==> config.mk <==
export PLATFORM = sky130hd
export DESIGN_NAME = pwr_mode_ctrl
export DESIGN_NICKNAME = d
export VERILOG_FILES = /design/src/rtl/pmc_pkg.sv /design/src/rtl/pmc_fsm.sv /design/src/rtl/pmc_pin_mux.sv /design/src/rtl/pwr_mode_ctrl.sv
export SDC_FILE = /design/constraint.sdc
export NUM_CORES = 1
export LEC_CHECK = 0
export BUFFER_PORTS_ARGS = -buffer_cell sky130_fd_sc_hd__buf_2
export CAP_MARGIN = 20
export CORE_AREA = 2 2 39 41
export DETAILED_ROUTE_END_ITERATION = 10
export DIE_AREA = 0 0 41 43
export GPL_TIMING_DRIVEN = 0
export SLEW_MARGIN = 40
export SYNTH_ARGS = -nofsm -noshare
export SYNTH_HDL_FRONTEND = slang
export SYNTH_HIERARCHICAL = 1
export SYNTH_SLANG_ARGS = --single-unit
==> constraint.sdc <==
create_clock -name clk -period 3.85 [get_ports clk]
set_clock_uncertainty 0.05 [all_clocks]
set_input_delay 0.77 -clock clk [delete_from_list [all_inputs] [get_ports clk]]
set_output_delay 0.77 -clock clk [all_outputs]
set_load 0.05 [all_outputs]
==> src/rtl/pmc_pkg.sv <==
package pmc_pkg;

    typedef enum logic [1:0] {
        PM_RUN  = 2'd0,
        PM_IDLE = 2'd1,
        PM_STOP = 2'd2,
        PM_WAKE = 2'd3
    } pm_state_e;

    typedef struct packed {
        pm_state_e st;
        logic      ext_mem;
    } pm_regs_t;

    typedef struct packed {
        logic latch;
        logic fetch;
        logic lo_float;
        logic hi_addr;
        logic cpu_en;
        logic dma_en;
        logic osc_en;
        logic ram_we;
    } pin_set_t;

    localparam pm_regs_t PM_REGS_RST = '{st: PM_RUN, ext_mem: 1'b0};

endpackage

==> src/rtl/pmc_fsm.sv <==
module pmc_fsm
    import pmc_pkg::*;
(
    input  logic      clk,
    input  logic      rst_n,
    input  logic      req_idle,
    input  logic      req_pdown,
    input  logic      irq_pend,
    input  logic      hw_reset,
    input  logic      ext_code,
    output pm_state_e state_o,
    output logic      ext_mem_o
);

    pm_regs_t regs_d, regs_q;

    always_comb begin
        regs_d = regs_q;
        unique case (regs_q.st)
            PM_RUN: begin
                if (!hw_reset) begin
                    if (req_pdown) begin
                        regs_d.st      = PM_STOP;
                        regs_d.ext_mem = ext_code;
                    end else if (req_idle) begin
                        regs_d.st      = PM_IDLE;
                        regs_d.ext_mem = ext_code;
                    end
                end
            end
            PM_IDLE: begin
                if (hw_reset)      regs_d.st = PM_WAKE;
                else if (irq_pend) regs_d.st = PM_RUN;
            end
            PM_STOP: begin
                if (hw_reset) regs_d.st = PM_WAKE;
            end
            PM_WAKE: begin
                if (!hw_reset) regs_d.st = PM_RUN;
            end
            default: regs_d.st = PM_RUN;
        endcase
    end

    always_ff @(posedge clk or negedge rst_n) begin
        if (!rst_n) regs_q <= PM_REGS_RST;
        else        regs_q <= regs_d;
    end

    assign state_o   = regs_q.st;
    assign ext_mem_o = regs_q.ext_mem;

    AST_IDLE_IRQ_WAKE: assert property (@(posedge clk) disable iff (!rst_n) (regs_q.st == PM_IDLE && irq_pend && !hw_reset) |=> (regs_q.st == PM_RUN)) else $error("idle irq wake");
    AST_STOP_HOLDS: assert property (@(posedge clk) disable iff (!rst_n) (regs_q.st == PM_STOP && !hw_reset) |=> (regs_q.st == PM_STOP)) else $error("stop left without reset");
    AST_RST_TO_WAKE: assert property (@(posedge clk) disable iff (!rst_n) ((regs_q.st == PM_IDLE || regs_q.st == PM_STOP) && hw_reset) |=> (regs_q.st == PM_WAKE)) else $error("reset wake");
    AST_WAKE_RELEASE: assert property (@(posedge clk) disable iff (!rst_n) (regs_q.st == PM_WAKE && !hw_reset) |=> (regs_q.st == PM_RUN)) else $error("wake release");
    AST_EXT_FROZEN: assert property (@(posedge clk) disable iff (!rst_n) (regs_q.st != PM_RUN) |=> $stable(regs_q.ext_mem)) else $error("ext flag moved");

endmodule

==> src/rtl/pmc_pin_mux.sv <==
module pmc_pin_mux
    import pmc_pkg::*;
(
    input  pm_state_e state_i,
    input  logic      ext_mem_i,
    input  logic      run_latch,
    input  logic      run_fetch,
    input  logic      run_lo_float,
    input  logic      run_hi_addr,
    input  logic      ram_we_i,
    output pin_set_t  pins_o
);

    always_comb begin
        unique case (state_i)
            PM_IDLE: pins_o = '{latch: 1'b1, fetch: 1'b1, lo_float: ext_mem_i,
                                hi_addr: ext_mem_i, cpu_en: 1'b0, dma_en: 1'b0,
                                osc_en: 1'b1, ram_we: 1'b0};
            PM_STOP: pins_o = '{latch: 1'b0, fetch: 1'b0, lo_float: ext_mem_i,
                                hi_addr: 1'b0, cpu_en: 1'b0, dma_en: 1'b0,
                                osc_en: 1'b0, ram_we: 1'b0};
            PM_WAKE: pins_o = '{latch: 1'b1, fetch: 1'b1, lo_float: 1'b0,
                                hi_addr: 1'b0, cpu_en: 1'b1, dma_en: 1'b0,
                                osc_en: 1'b1, ram_we: 1'b0};
            default: pins_o = '{latch: run_latch, fetch: run_fetch,
                                lo_float: run_lo_float, hi_addr: run_hi_addr,
                                cpu_en: 1'b1, dma_en: 1'b1, osc_en: 1'b1,
                                ram_we: ram_we_i};
        endcase
    end

endmodule

==> src/rtl/pwr_mode_ctrl.sv <==
module pwr_mode_ctrl
    import pmc_pkg::*;
(
    input  logic clk,
    input  logic rst_n,
    input  logic req_idle,
    input  logic req_pdown,
    input  logic irq_pend,
    input  logic hw_reset,
    input  logic ext_code,
    input  logic run_latch,
    input  logic run_fetch,
    input  logic run_lo_float,
    input  logic run_hi_addr,
    input  logic ram_we_i,
    output logic latch_strobe_o,
    output logic fetch_strobe_o,
    output logic lo_bus_float_o,
    output logic hi_addr_sel_o,
    output logic cpu_clk_en_o,
    output logic dma_clk_en_o,
    output logic osc_en_o,
    output logic ram_we_o
);

    pm_state_e state_w;
    logic      ext_mem_w;
    pin_set_t  pins_w;

    pmc_fsm u_fsm (
        .clk       (clk),
        .rst_n     (rst_n),
        .req_idle  (req_idle),
        .req_pdown (req_pdown),
        .irq_pend  (irq_pend),
        .hw_reset  (hw_reset),
        .ext_code  (ext_code),
        .state_o   (state_w),
        .ext_mem_o (ext_mem_w)
    );

    pmc_pin_mux u_mux (
        .state_i      (state_w),
        .ext_mem_i    (ext_mem_w),
        .run_latch    (run_latch),
        .run_fetch    (run_fetch),
        .run_lo_float (run_lo_float),
        .run_hi_addr  (run_hi_addr),
        .ram_we_i     (ram_we_i),
        .pins_o       (pins_w)
    );

    assign latch_strobe_o = pins_w.latch;
    assign fetch_strobe_o = pins_w.fetch;
    assign lo_bus_float_o = pins_w.lo_float;
    assign hi_addr_sel_o  = pins_w.hi_addr;
    assign cpu_clk_en_o   = pins_w.cpu_en;
    assign dma_clk_en_o   = pins_w.dma_en;
    assign osc_en_o       = pins_w.osc_en;
    assign ram_we_o       = pins_w.ram_we;

    AST_IDLE_STROBES_HIGH: assert property (@(posedge clk) disable iff (!rst_n) (!cpu_clk_en_o && osc_en_o) |-> (latch_strobe_o && fetch_strobe_o)) else $error("idle strobes");
    AST_STOP_ALL_LOW: assert property (@(posedge clk) disable iff (!rst_n) !osc_en_o |-> (!latch_strobe_o && !fetch_strobe_o && !cpu_clk_en_o && !dma_clk_en_o)) else $error("stop pins");
    AST_RAM_WE_GATED: assert property (@(posedge clk) disable iff (!rst_n) ram_we_o |-> (ram_we_i && dma_clk_en_o && cpu_clk_en_o)) else $error("ram write leak");
    AST_REQ_IGNORED_ASLEEP: assert property (@(posedge clk) disable iff (!rst_n) (!cpu_clk_en_o && osc_en_o && !hw_reset && !irq_pend) |=> (!cpu_clk_en_o && osc_en_o)) else $error("idle left by request");

endmodule

==> results.sh <==
export IMPL_final_common_cell="buf_2"
export IMPL_crit_path_max_incr_delay_ps=480
export IMPL_pin_count=20
export IMPL_critPathMaxFanout=9
export IMPL_place_area_sq_um=382
export IMPL_vdd_drop_max_mv=0.159
export IMPL_fin_nets=72
export IMPL_coreArea_sq_um=1380
export IMPL_p_leak_nw=0.225
export IMPL_fmax_ghz=0.417
export IMPL_dpl_cell_count=67
export IMPL_power_mw=0.300
export IMPL_min_period_over_period=0.623
export IMPL_gp_congestion=0.678
export IMPL_path_cells="inv_1, ha_1, o21ai_0, buf_2"
export IMPL_worst_slew_margin_rel=0.823
export IMPL_layout_setup_ws_ps=1450
export IMPL_tightestPinTransition_ps=265
export IMPL_ant_nets=0
export IMPL_post_cts_buffers=0
export IMPL_start_util=0.193
export IMPL_synth_area_sq_um=267
export IMPL_synthTopCellsByArea="dfrtp_1, ha_1, inv_1"
export IMPL_dieArea_sq_um=1760
export IMPL_vias_per_cell=4.11
export IMPL_die_x_microns=41
export IMPL_cp_slowest_cell="dfrtp_1"
export IMPL_clock_latency_ps=230
export IMPL_min_period_ps=2400
export IMPL_postLayoutCellArea_sq_um=408
export IMPL_portBuffers=19
export IMPL_rsz0062_at_grt="no"
export IMPL_rows=14
export IMPL_yosysTopAreaCell="dfrtp_1"
export IMPL_final_cells=71
export IMPL_cp_end_kind="output port"
export IMPL_min_path_type="in -> async"
export IMPL_grt_pass1_wl_microns=938
export IMPL_cp_buffers_inverters=2
export IMPL_setup_violations=0
export IMPL_ys_warn_count=6
export IMPL_overflow=0
export IMPL_ctsResizeCount=0
export IMPL_p_per_area_nw_per_um2=736
export IMPL_num_antenna_cells=0
export IMPL_path_clk_slew_ps=40
export IMPL_wl_per_cell_microns=8.99
export IMPL_grt_pass1_vias=263
export IMPL_dp_worst_setup_slack_ps=1690
export IMPL_synth_seq_cells=3
export IMPL_status="finished, final reports clean"
export IMPL_crit_arrival_ps=1580
export IMPL_die_y_microns=43
export IMPL_finalHoldViolCount=0
export IMPL_reg2reg_depth=3
export IMPL_cts_hold_buffers=0
export IMPL_critPathKind="reg -> out"
export IMPL_yosysTopAreaCellShare=0.282
export IMPL_hold_slack_ps=275
export IMPL_cp_required_ps=3030
export IMPL_syn_area_per_cell_sq_um=8.33
export IMPL_cts_tree="built"
export IMPL_path_delay_family="flip-flops"
export IMPL_drt_iter0_drc=2
export IMPL_yosysUniqueCellTypes=13
export IMPL_tns_ps=0
export IMPL_slew_viol_final=0
export IMPL_grt_max_degree=10
export IMPL_syn_nets=48
export IMPL_cts_buffer_depth=2
export IMPL_h_tree_depth=1
export IMPL_layout_drive_gt1_share=0.455
export IMPL_wirelength_microns=638
export IMPL_syn_to_final_growth_pct=53.1
export IMPL_vias=292
export IMPL_cp_num_cells=4
export IMPL_fillers=166
export IMPL_synth_seq_area_share=0.282
export IMPL_cts_inserted_buffers=3
export IMPL_antenna_found_initial=0
export IMPL_drt_pass1_iter_count=4
export IMPL_max_cap_viol_count=0
export IMPL_final_util=0.295
export IMPL_worstSetupStartpointType="flip-flop"
export IMPL_layout_cells_most_common_list="buf_2, inv_1, a21oi_1, ha_1"
export IMPL_track_usage=0.0794
export IMPL_postSynthCellCount=32
export IMPL_drc=0
export IMPL_cts_root_buf="clkbuf_4"
export IMPL_clock_sinks=3
worst register-to-register path: stages (launching register included):
cell and delay (ps):
dfrtp_1 450, nor3_2 200, o21ai_1 90, mux2_1 310
synthesized netlist by cell type (all sizes together):
cell / number
a211oi: 1
a21oi: 4
and2: 1
dfrtp: 3
ha: 4
inv: 7
mux2: 1
nand2: 3
nor3: 2
nor3b: 1
o21ai: 4
o32a: 1
registers in the layout, indices dropped and copies added (netlist names):
name             count
u_fsm/state_o        2
u_fsm/ext_mem_o      1
per-layer routing:
| metal | wire (microns) | global-route usage |
|---|---|---|
| met1 | 243 | 0.0710 |
| met2 | 306 | 0.141 |
| met3 | 88 | 0.0157 |
| met4 | 0 | 0.0600 |
| met5 | 0 | 0 |
logic make-up after synthesis:
family / Yosys count / share of synthesized area
AOI/OAI and AO/OA: 10 / 0.216
adders and majority gates: 4 / 0.188
buffers and inverters: 7 / 0.0986
DFF: 3 / 0.282
muxes: 1 / 0.0423
and+or+nand+nor: 7 / 0.174
final timing paths:
check	startpoint	slack [ps]	endpoint
worst max-delay path	u_fsm/state_o[0]	1450	hi_addr_sel_o
min in group clk	u_fsm/ext_mem_o	460	u_fsm/ext_mem_o
max in group asynchronous	rst_n	3370	u_fsm/state_o[1]
worst min-delay path	rst_n	270	u_fsm/state_o[0]
worst min register to register	u_fsm/ext_mem_o	460	u_fsm/ext_mem_o
worst max register to register	u_fsm/state_o[1]	2630	u_fsm/ext_mem_o
power by group:
part	leakage [nW]	switching [mW]	total [mW]	internal (mW)
sequential	0.0343	0.0148	0.0570	0.0422
combinational	0.176	0.140	0.188	0.0481
clock	0.0150	0.0160	0.0548	0.0388
total	0.225	0.171	0.300	0.129
layout make-up:
type	count	area, sq um	area share
sequential	3	75.1	0.184
inverter	7	26.3	0.0644
tap	16	20.0	0.0491
timing repair buffer	19	95.1	0.233
clock buffer	4	26.3	0.0644
multi-input combinational	22	165	0.405
(Power assumes the default switching activity.)
